File: src/rtl/clkseq_pkg.sv
package clkseq_pkg;

  typedef enum logic [2:0] {
    ST_IDLE  = 3'd0,
    ST_INTEG = 3'd1,
    ST_VXFER = 3'd2,
    ST_SETUP = 3'd3,
    ST_READ  = 3'd4
  } seq_state_e;

  localparam int unsigned MIN_PIX_PER = 4;

  // raise a programmed count to a floor value
  function automatic int unsigned at_least(input int unsigned v, input int unsigned lo);
    return (v < lo) ? lo : v;
  endfunction

  // number of leading pixel cycles with H2 high
  function automatic int unsigned h2_span(input int unsigned per);
    return per / 2;
  endfunction

  // cycles per line: three vertical widths, set-up gap, pixel burst
  function automatic int unsigned line_cycles(input int unsigned vpw, input int unsigned setup,
                                              input int unsigned per, input int unsigned npix);
    return 3 * vpw + setup + npix * per;
  endfunction

endpackage

File: src/rtl/clkseq_frame_ctl.sv
module clkseq_frame_ctl
  import clkseq_pkg::*;
#(
  parameter int LINES = 2056,
  parameter int INT_W = 24,
  parameter int VPW_W = 16,
  parameter int SET_W = 16,
  parameter int PP_W  = 8
) (
  input  logic             clk,
  input  logic             rst_n,
  input  logic             start_i,
  input  logic [INT_W-1:0] integ_len_i,
  input  logic [VPW_W-1:0] vpw_i,
  input  logic [SET_W-1:0] setup_i,
  input  logic [PP_W-1:0]  pix_per_i,
  input  logic             line_done_i,
  output seq_state_e       state_o,
  output logic [1:0]       vseg_o,
  output logic [VPW_W-1:0] vpw_o,
  output logic [SET_W-1:0] set_o,
  output logic [PP_W-1:0]  per_o,
  output logic             eol_o,
  output logic             eof_o
);
  localparam int LINE_W = (LINES > 1) ? $clog2(LINES) : 1;
  localparam int SEG_W  = (INT_W > VPW_W) ? ((INT_W > SET_W) ? INT_W : SET_W)
                                          : ((VPW_W > SET_W) ? VPW_W : SET_W);

  seq_state_e        state_q;
  logic [SEG_W-1:0]  seg_cnt;
  logic [SEG_W-1:0]  seg_lim;
  logic              seg_last;
  logic [1:0]        vseg_q;
  logic [LINE_W-1:0] line_cnt;
  logic              last_line;
  logic [INT_W-1:0]  int_q;
  logic [VPW_W-1:0]  vpw_q;
  logic [SET_W-1:0]  set_q;
  logic [PP_W-1:0]   per_q;
  logic              eol_q;
  logic              eof_q;

  always_comb begin
    case (state_q)
      ST_INTEG: seg_lim = SEG_W'(int_q);
      ST_VXFER: seg_lim = SEG_W'(vpw_q);
      ST_SETUP: seg_lim = SEG_W'(set_q);
      default:  seg_lim = '1;
    endcase
  end

  assign seg_last  = (seg_cnt == seg_lim - SEG_W'(1));
  assign last_line = (line_cnt == LINE_W'(LINES - 1));

  always_ff @(posedge clk or negedge rst_n) begin
    if (!rst_n) begin
      state_q  <= ST_IDLE;
      seg_cnt  <= '0;
      vseg_q   <= '0;
      line_cnt <= '0;
      int_q    <= INT_W'(1);
      vpw_q    <= VPW_W'(1);
      set_q    <= SET_W'(1);
      per_q    <= PP_W'(MIN_PIX_PER);
      eol_q    <= 1'b0;
      eof_q    <= 1'b0;
    end else begin
      eol_q <= 1'b0;
      eof_q <= 1'b0;
      case (state_q)
        ST_IDLE: begin
          if (start_i) begin
            int_q    <= INT_W'(at_least(32'(integ_len_i), 1));
            vpw_q    <= VPW_W'(at_least(32'(vpw_i), 1));
            set_q    <= SET_W'(at_least(32'(setup_i), 1));
            per_q    <= PP_W'(at_least(32'(pix_per_i), MIN_PIX_PER));
            seg_cnt  <= '0;
            line_cnt <= '0;
            state_q  <= ST_INTEG;
          end
        end
        ST_INTEG: begin
          if (seg_last) begin
            seg_cnt <= '0;
            vseg_q  <= '0;
            state_q <= ST_VXFER;
          end else begin
            seg_cnt <= seg_cnt + SEG_W'(1);
          end
        end
        ST_VXFER: begin
          if (seg_last) begin
            seg_cnt <= '0;
            if (vseg_q == 2'd2) state_q <= ST_SETUP;
            else                vseg_q  <= vseg_q + 2'd1;
          end else begin
            seg_cnt <= seg_cnt + SEG_W'(1);
          end
        end
        ST_SETUP: begin
          if (seg_last) begin
            seg_cnt <= '0;
            state_q <= ST_READ;
          end else begin
            seg_cnt <= seg_cnt + SEG_W'(1);
          end
        end
        ST_READ: begin
          if (line_done_i) begin
            eol_q  <= 1'b1;
            vseg_q <= '0;
            if (last_line) begin
              eof_q    <= 1'b1;
              line_cnt <= '0;
              state_q  <= ST_IDLE;
            end else begin
              line_cnt <= line_cnt + LINE_W'(1);
              state_q  <= ST_VXFER;
            end
          end
        end
        default: state_q <= ST_IDLE;
      endcase
    end
  end

  assign state_o = state_q;
  assign vseg_o  = vseg_q;
  assign vpw_o   = vpw_q;
  assign set_o   = set_q;
  assign per_o   = per_q;
  assign eol_o   = eol_q;
  assign eof_o   = eof_q;

endmodule

File: src/rtl/clkseq_pix_timer.sv
module clkseq_pix_timer #(
  parameter int NPIX = 3100,
  parameter int PP_W = 8
) (
  input  logic            clk,
  input  logic            rst_n,
  input  logic            run_i,
  input  logic [PP_W-1:0] per_i,
  output logic [PP_W-1:0] k_o,
  output logic            pix_end_o,
  output logic            line_done_o
);
  localparam int PIX_W = (NPIX > 1) ? $clog2(NPIX) : 1;

  logic [PP_W-1:0]  k_q;
  logic [PIX_W-1:0] pix_q;
  logic             pix_end;
  logic             last_pix;

  assign pix_end  = run_i && (k_q == per_i - PP_W'(1));
  assign last_pix = (pix_q == PIX_W'(NPIX - 1));

  always_ff @(posedge clk or negedge rst_n) begin
    if (!rst_n) begin
      k_q   <= '0;
      pix_q <= '0;
    end else if (!run_i) begin
      k_q   <= '0;
      pix_q <= '0;
    end else if (pix_end) begin
      k_q   <= '0;
      pix_q <= last_pix ? '0 : pix_q + PIX_W'(1);
    end else begin
      k_q <= k_q + PP_W'(1);
    end
  end

  assign k_o         = k_q;
  assign pix_end_o   = pix_end;
  assign line_done_o = pix_end && last_pix;

endmodule

File: src/rtl/clkseq_phase_dec.sv
module clkseq_phase_dec
  import clkseq_pkg::*;
#(
  parameter int PP_W = 8
) (
  input  seq_state_e      state_i,
  input  logic [1:0]      vseg_i,
  input  logic [PP_W-1:0] k_i,
  input  logic [PP_W-1:0] per_i,
  output logic            v1_o,
  output logic            v2_o,
  output logic            h1_o,
  output logic            h2_o,
  output logic            rg_o,
  output logic            sample_o,
  output logic            busy_o,
  output logic            integ_o
);
  logic [PP_W-1:0] half;

  assign half = PP_W'(h2_span(32'(per_i)));

  always_comb begin
    v1_o     = 1'b0;
    v2_o     = 1'b0;
    h1_o     = 1'b1;
    h2_o     = 1'b0;
    rg_o     = 1'b0;
    sample_o = 1'b0;
    case (state_i)
      ST_VXFER: begin
        v1_o = (vseg_i == 2'd0);
        v2_o = (vseg_i == 2'd1);
      end
      ST_READ: begin
        h2_o     = (k_i < half);
        h1_o     = !(k_i < half);
        rg_o     = (k_i == '0);
        sample_o = (k_i == per_i - PP_W'(1));
      end
      default: ;
    endcase
  end

  assign busy_o  = (state_i != ST_IDLE);
  assign integ_o = (state_i == ST_INTEG);

endmodule

File: src/rtl/fullframe_clkseq.sv
module fullframe_clkseq
  import clkseq_pkg::*;
#(
  parameter int LINES = 2056,
  parameter int NPIX  = 3100,
  parameter int INT_W = 24,
  parameter int VPW_W = 16,
  parameter int SET_W = 16,
  parameter int PP_W  = 8
) (
  input  logic             clk,
  input  logic             rst_n,
  input  logic             start_i,
  input  logic [INT_W-1:0] integ_len_i,
  input  logic [VPW_W-1:0] vpw_i,
  input  logic [SET_W-1:0] setup_i,
  input  logic [PP_W-1:0]  pix_per_i,
  output logic             v1_o,
  output logic             v2_o,
  output logic             h1_o,
  output logic             h2_o,
  output logic             rg_o,
  output logic             sample_o,
  output logic             busy_o,
  output logic             integ_o,
  output logic             eol_o,
  output logic             eof_o
);
  seq_state_e      state_w;
  logic [1:0]      vseg_w;
  logic [VPW_W-1:0] vpw_eff_w;
  logic [SET_W-1:0] set_eff_w;
  logic [PP_W-1:0]  per_eff_w;
  logic [PP_W-1:0]  k_w;
  logic             pix_end_w;
  logic             line_done_w;
  logic             read_w;

  assign read_w = (state_w == ST_READ);

  clkseq_frame_ctl #(
    .LINES(LINES), .INT_W(INT_W), .VPW_W(VPW_W), .SET_W(SET_W), .PP_W(PP_W)
  ) u_ctl (
    .clk(clk), .rst_n(rst_n), .start_i(start_i),
    .integ_len_i(integ_len_i), .vpw_i(vpw_i), .setup_i(setup_i), .pix_per_i(pix_per_i),
    .line_done_i(line_done_w),
    .state_o(state_w), .vseg_o(vseg_w),
    .vpw_o(vpw_eff_w), .set_o(set_eff_w), .per_o(per_eff_w),
    .eol_o(eol_o), .eof_o(eof_o)
  );

  clkseq_pix_timer #(
    .NPIX(NPIX), .PP_W(PP_W)
  ) u_pix (
    .clk(clk), .rst_n(rst_n), .run_i(read_w), .per_i(per_eff_w),
    .k_o(k_w), .pix_end_o(pix_end_w), .line_done_o(line_done_w)
  );

  clkseq_phase_dec #(
    .PP_W(PP_W)
  ) u_dec (
    .state_i(state_w), .vseg_i(vseg_w), .k_i(k_w), .per_i(per_eff_w),
    .v1_o(v1_o), .v2_o(v2_o), .h1_o(h1_o), .h2_o(h2_o),
    .rg_o(rg_o), .sample_o(sample_o), .busy_o(busy_o), .integ_o(integ_o)
  );

endmodule

File: config.mk
export PLATFORM = sky130hd
export DESIGN_NAME = fullframe_clkseq
export DESIGN_NICKNAME = d
export VERILOG_FILES = /design/src/rtl/clkseq_pkg.sv /design/src/rtl/clkseq_frame_ctl.sv /design/src/rtl/clkseq_pix_timer.sv /design/src/rtl/clkseq_phase_dec.sv /design/src/rtl/fullframe_clkseq.sv
export SDC_FILE = /design/constraint.sdc
export NUM_CORES = 1
export LEC_CHECK = 0
export ABC_CLOCK_PERIOD_IN_PS = 5700
export CELL_PAD_IN_SITES_DETAIL_PLACEMENT = 1
export CELL_PAD_IN_SITES_GLOBAL_PLACEMENT = 1
export CORE_MARGIN = 3
export CORE_UTILIZATION = 40
export CTS_BUF_LIST = sky130_fd_sc_hd__clkbuf_8
export DETAILED_ROUTE_END_ITERATION = 10
export HOLD_SLACK_MARGIN = 0.1
export MAX_ROUTING_LAYER = met4
export PLACE_DENSITY_LB_ADDON = 0.12
export SYNTH_ARGS = -nofsm -noshare
export SYNTH_HDL_FRONTEND = slang
export SYNTH_HIERARCHICAL = 1
export SYNTH_SLANG_ARGS = --single-unit
File: constraint.sdc
create_clock -name clk -period 5.7 [get_ports clk]
set_clock_uncertainty 0.15 [all_clocks]
set_input_delay 0.855 -clock clk [delete_from_list [all_inputs] [get_ports clk]]
set_output_delay 0.855 -clock clk [all_outputs]
set_load 0.01 [all_outputs]
; Word-level counts from Yosys, hierarchy flattened
; Cells that the tools add are included.
; Widths: inputs -> output; s select.
[classes]
add_sub_neg = 7
n_mul = 0
div = 0
order_cmp = 5
n_eq_ne = 18
n_shift = 0
mux = 41
bitwise_logic = 0
n_reduce_logical = 16
[op_table]
columns = op, count
row1 = $mux 12, 6
row2 = $mux 24, 3
row3 = $pmux 24 s3, 1
row4 = $pmux 24 s2, 1
row5 = $lt 16x1->1 const B, 2
row6 = $mux 16, 2
row7 = $add 12x1->12 const B, 2
row8 = $add 24x1->24 const B, 1
row9 = $eq 12x12->1 const B, 2
row10 = $eq 24x24->1, 1
row11 = $lt 24x1->1 const B, 1
row12 = $mux 8, 3
row13 = $pmux 12 s2, 1
row14 = $sub 24x1->24 const B, 1
row15 = $mux 3, 6
row16 = $pmux 3 s5, 1
row17 = $mux 1, 11
row18 = $mux 2, 5
row19 = $add 8x1->8 const B, 1
row20 = $eq 8x8->1, 1
row21 = $logic_not 8->1, 1
row22 = $lt 8x3->1 const B, 1
row23 = $lt 8x7->1, 1
row24 = $ne 2x1->1 const B, 4
row25 = 20 further kinds, 28
[totals]
register_bits = 127
latchBits = 0
ram_bits = 0
romBits = 0
inputBits = 67
output_inout_bits = 10
elab_cells = 99
n_memories = 0

; Depth between registers and ports, before layout
[logic_depth]
word_depth = 6
mapped_depth = 15
ltp_nobuf = 13

; Hierarchy
; The synthesis kept the hierarchy.
[by_module_without_submodules]
columns = mod, instances, cells_per_inst, area_per_inst_um2, seq_area_each_um2
row1 = clkseq_frame_ctl, 1, 653, 6528.8, 2682.6
row2 = clkseq_pix_timer, 1, 147, 1285.0, 500.5
row3 = clkseq_phase_dec, 1, 63, 465.4, 0.0
row4 = fullframe_clkseq, 1, 1, 12.5, 0.0

; Least setup slack after synthesis
; OpenSTA, ideal clock, no wires.
[synth_path]
path_kind = flip-flop to flip-flop
startpoint = register u_ctl.state_q[0], in the netlist u_ctl/state_o[0]
endpoint = register u_ctl.seg_cnt[17]
setup_time_ns = 0.145
arrival_ns = 3.674
required_ns = 5.405
setup_slack_ns = 1.730
stages_incl_launch_ff = 15
n_path_buf = 4
period_less_slack_ns = 3.970
cell_sequence = dfrtp_1 -> buf_2 -> nand2b_1 -> buf_6 -> buf_2 -> o32ai_1 -> ha_1 -> nand3_2 -> or4_1 -> and3_4 -> o31ai_4 -> o2111ai_4 -> nor4_4 -> buf_6 -> nor4_2
[synth_via]
elab_chain_len = 6
word_cells_on_any_way = 13
cone_classes = 1 x add/sub / 5 x eq/ne / 3 x mux / 4 x reduce/logical
[synth_lines]
columns = item, line
row1 = from (decl), clkseq_frame_ctl.sv:30  ; seq_state_e state_q;
row2 = from (signal assigned), clkseq_frame_ctl.sv:58  ; state_q <= ST_IDLE;
row3 = from (signal assigned), clkseq_frame_ctl.sv:80  ; state_q <= ST_INTEG;
row4 = from (signal assigned), clkseq_frame_ctl.sv:87  ; state_q <= ST_VXFER;
row5 = $eq 3x2->1 / $eq 3x1->1 (equally long branches), "clkseq_frame_ctl.sv:45, clkseq_frame_ctl.sv:71"
row6 = $pmux 24 s3, clkseq_frame_ctl.sv:45  ; case (state_q)
row7 = $sub 24x1->24, clkseq_frame_ctl.sv:53  ; assign seg_last = (seg_cnt == seg_lim - SEG_W'(1));
row8 = $eq 24x24->1, clkseq_frame_ctl.sv:53
row9 = $mux 24, "clkseq_frame_ctl.sv:84, clkseq_frame_ctl.sv:93, clkseq_frame_ctl.sv:102"
row10 = $pmux 24 s2, clkseq_frame_ctl.sv:71  ; case (state_q)
row11 = to (signal assigned), clkseq_frame_ctl.sv:89  ; seg_cnt <= seg_cnt + SEG_W'(1);
row12 = to (signal assigned), clkseq_frame_ctl.sv:98  ; seg_cnt <= seg_cnt + SEG_W'(1);
row13 = to (signal assigned), clkseq_frame_ctl.sv:106  ; seg_cnt <= seg_cnt + SEG_W'(1);
row14 = to (decl), clkseq_frame_ctl.sv:31  ; logic [SEG_W-1:0] seg_cnt;
; Several ways; a longest one is shown, not always the timed one.
; A chain may end at the register's enable or synchronous reset.

; Final worst setup path
[layout_path]
startpoint = register u_ctl.state_q[0], in the netlist u_ctl/state_o[0]
endpoint = register u_ctl.seg_cnt[5]
; The elaborated chain is that of the path after synthesis.

==> results by group <==
Setup path
  – Reg2reg start: u_ctl/state_o[0]
  – Setup slack, reg-to-reg: 0.89 ns
  – Critical path startpoint category: flop
  – CP Class: flop to flop
  – Max FO, Critical Path: 23
  – CP arrival: 4.95 ns
  – Worst reg2reg path depth: 12
  – CP Data Required Time: 5.84 ns
  – R2R Path End: u_ctl/seg_cnt[5]
  – Crit end category: flop

Detailed routing
  – Total Routed Length: 25,300 um
  – Via count: 7,191
  – DR iter-0 viols: 347
  – Wire per inst: 20.9 um
  – Number of vias per cell: 5.93
  – First-pass iteration count of the detailed router: 5
  – Remaining antenna violation count after routing: 0
  – Post-route DRC violation count: 0

Finish
  – Fin nets: 1,010
  – Area growth, synth to finish: 16.2%
  – Filler Cells Inserted: 2,354
  – Ant. Diodes: 0
  – Fraction of layout cells with a size suffix above 1: 0.167

Placement
  – Pre-CTS worst setup slack: 0.908 ns
  – Port buffer count: 76
  – DP Wirelength: 19,000 um
  – Global placement routability congestion: 0.868

Die
  – Top Ports: 77
  – Placement row count: 52
  – DIE AREA: 22,500 um2
  – Die Wd: 150 um
  – Die Height: 150 um
  – Core area: 20,300 um2
  – Initial core utilization: 0.408

Clock network
  – Sink Count: 127
  – Root Driver: clkbuf_8
  – CTS tree: done
  – Postcts setup bufs: 0
  – Cts bufs inserted: 17
  – Clk slew on worst S/H paths: 0.09 ns
  – Clock Latency Late Sink: 0.46 ns
  – Cts repair resizes: 0
  – CTS Hold Bufs: 0
  – Number of H-tree levels: 4
  – Clk buf depth: 2

Timing
  – Final Max Slew Viols: 0
  – Setup TNS: 0 ns
  – RSZ-0062 raised after global routing: false
  – Worst setup margin: 0.887 ns
  – Min cycle time layout: 4.81 ns
  – Number of setup violations in the final report: 0
  – Fmax achieved: 208 MHz
  – Final Hold Vio Count: 0
  – Relative slew margins: 0.409
  – Worst Max-Slew Pin Slew: 0.878 ns
  – Final period utilization: 0.844

Flow run
  – Max Cap Viol: 0

Global routing
  – Initial antenna violation count: 0
  – GRT Overall Usage: 0.243
  – Largest net degree at the start of global routing: 55
  – Vias in the first global route: 7,843
  – Congestion Overflow GR: 0
  – First-pass GRT wire length: 42,100 um

Power
  – Switching Share: 0.260
  – Worst vdd ir: 0.198 mV
  – Cell internal pwr: 1.25 mW
  – Part of the power in registers: 0.533
  – PwrDens: 175 nW/um2
  – Lkg Pwr: 4.18 nW
  – Clk pwr share: 0.420
  – Combinational share of power: 0.046
  – Sw Pwr: 0.440 mW

Logic synthesis
  – Cell Area, Synth: 8290 um2
  – Synthesized area per cell: 9.60 um2
  – Ys Warns: 6
  – Mapped Nets: 944
  – Syn Inst Count: 863

Worst hold path
  – Min-delay worst type: input pin to asynchronous set/reset pin

Status
  – Outcome: complete, no violations
==> how the worst max path moves through the flow <==
stage	start	to	slack, ns	cells past startpoint
after floorplan	u_ctl/state_o[0]	u_ctl/seg_cnt[17]	1.73	14
after global placement	u_ctl/state_o[2]	u_ctl/seg_cnt[21]	1.19	12
after detailed placement	u_ctl/state_o[0]	u_ctl/seg_cnt[5]	0.91	12
after CTS	u_ctl/state_o[0]	u_ctl/seg_cnt[5]	0.92	12
after global routing	u_ctl/state_o[0]	u_ctl/seg_cnt[21]	0.43	12
final	u_ctl/state_o[0]	u_ctl/seg_cnt[5]	0.89	12
==> cells in the final DEF (no fill, tap or decap), types with 6 or more instances in the layout <==
cell type	n
nor4_2	12
a31oi_1	6
inv_1	25
nor2_1	74
or4_1	10
buf_4	12
xnor2_1	35
or3_1	8
xor2_1	22
nand4_1	14
a21oi_1	25
nand2b_1	6
nor3_1	22
clkbuf_8	17
mux2_2	67
ha_1	14
clkdlybuf4s50_1	75
o21ai_0	61
dfrtp_1	123
mux2i_1	14
and3_1	19
o31ai_1	11
nor4_1	28
or3b_2	6
nand3_1	35
nand2_1	58
==> sequential cells by signal (all words and copies together) (netlist names), 3 cells and up <==
register and count:
u_ctl/int_q 24, u_ctl/seg_cnt 24, u_ctl/set_o 16, u_ctl/vpw_o 16
u_ctl/line_cnt 12, u_pix/pix_q 12, u_ctl/per_o 8, u_pix/k_o 8
u_ctl/state_o 3
==> per-stage QoR <==
step | power [mW] | hold WS (ns) | cell area, um2 | util | cells
floorplan | 0.922 | 0.294 | 8290 | - | 863
global placement | 0.996 | 0.326 | 9280 | 0.457 | 1180
detailed placement | 0.998 | 0.328 | 9280 | 0.457 | 1180
CTS | 1.71 | 0.317 | 9630 | 0.474 | 1212
global route | 1.76 | 0.334 | 9630 | 0.474 | 1212
finish | 1.69 | 0.298 | 9630 | 0.474 | 1212
==> layer usage <==
| layer | vias up | routed length (um) | GRT usage |
|---|---|---|---|
| li1 | 3376 | - | - |
| met3 | 32 | 749 | 0.0357 |
| met2 | 136 | 12100 | 0.392 |
| met1 | 3647 | 11900 | 0.319 |
| met5 | - | 0 | - |
| met4 | 0 | 518 | 0.0700 |
==> area by class of cell <==
cell class | count | area [um2] | area share
Clock buffer | 17 | 234 | 0.0243
Sequential cell | 127 | 3180 | 0.331
Clock inverter | 15 | 111 | 0.0116
Inverter | 24 | 90.1 | 0.00936
Multi-Input combinational cell | 672 | 4830 | 0.502
Tap cell | 270 | 338 | 0.0351
Timing Repair Buffer | 87 | 841 | 0.0873
==> power by group through the flow <==
stage | registers [mW] | clock network, mW | logic, mW
finish | 0.900 | 0.709 | 0.0785
global route | 0.900 | 0.774 | 0.0861
CTS | 0.900 | 0.733 | 0.0803
detailed placement | 0.918 | 0 | 0.0799
global placement | 0.918 | 0 | 0.0780
floorplan | 0.918 | 0 | 0.00320
==> worst max-delay path, stage by stage (launching register included) <==
cell and delay [ns]:
dfrtp_1 0.61, buf_4 0.32, nand2b_1 0.48, o32ai_1 0.52, ha_1 0.36, nand3_2 0.23, or4_1 0.58, and3_4 0.19
o31ai_4 0.27, o2111ai_4 0.25, nor4_4 0.25, buf_4 0.32, a2111oi_1 0.11
(Power assumes the default switching activity.)
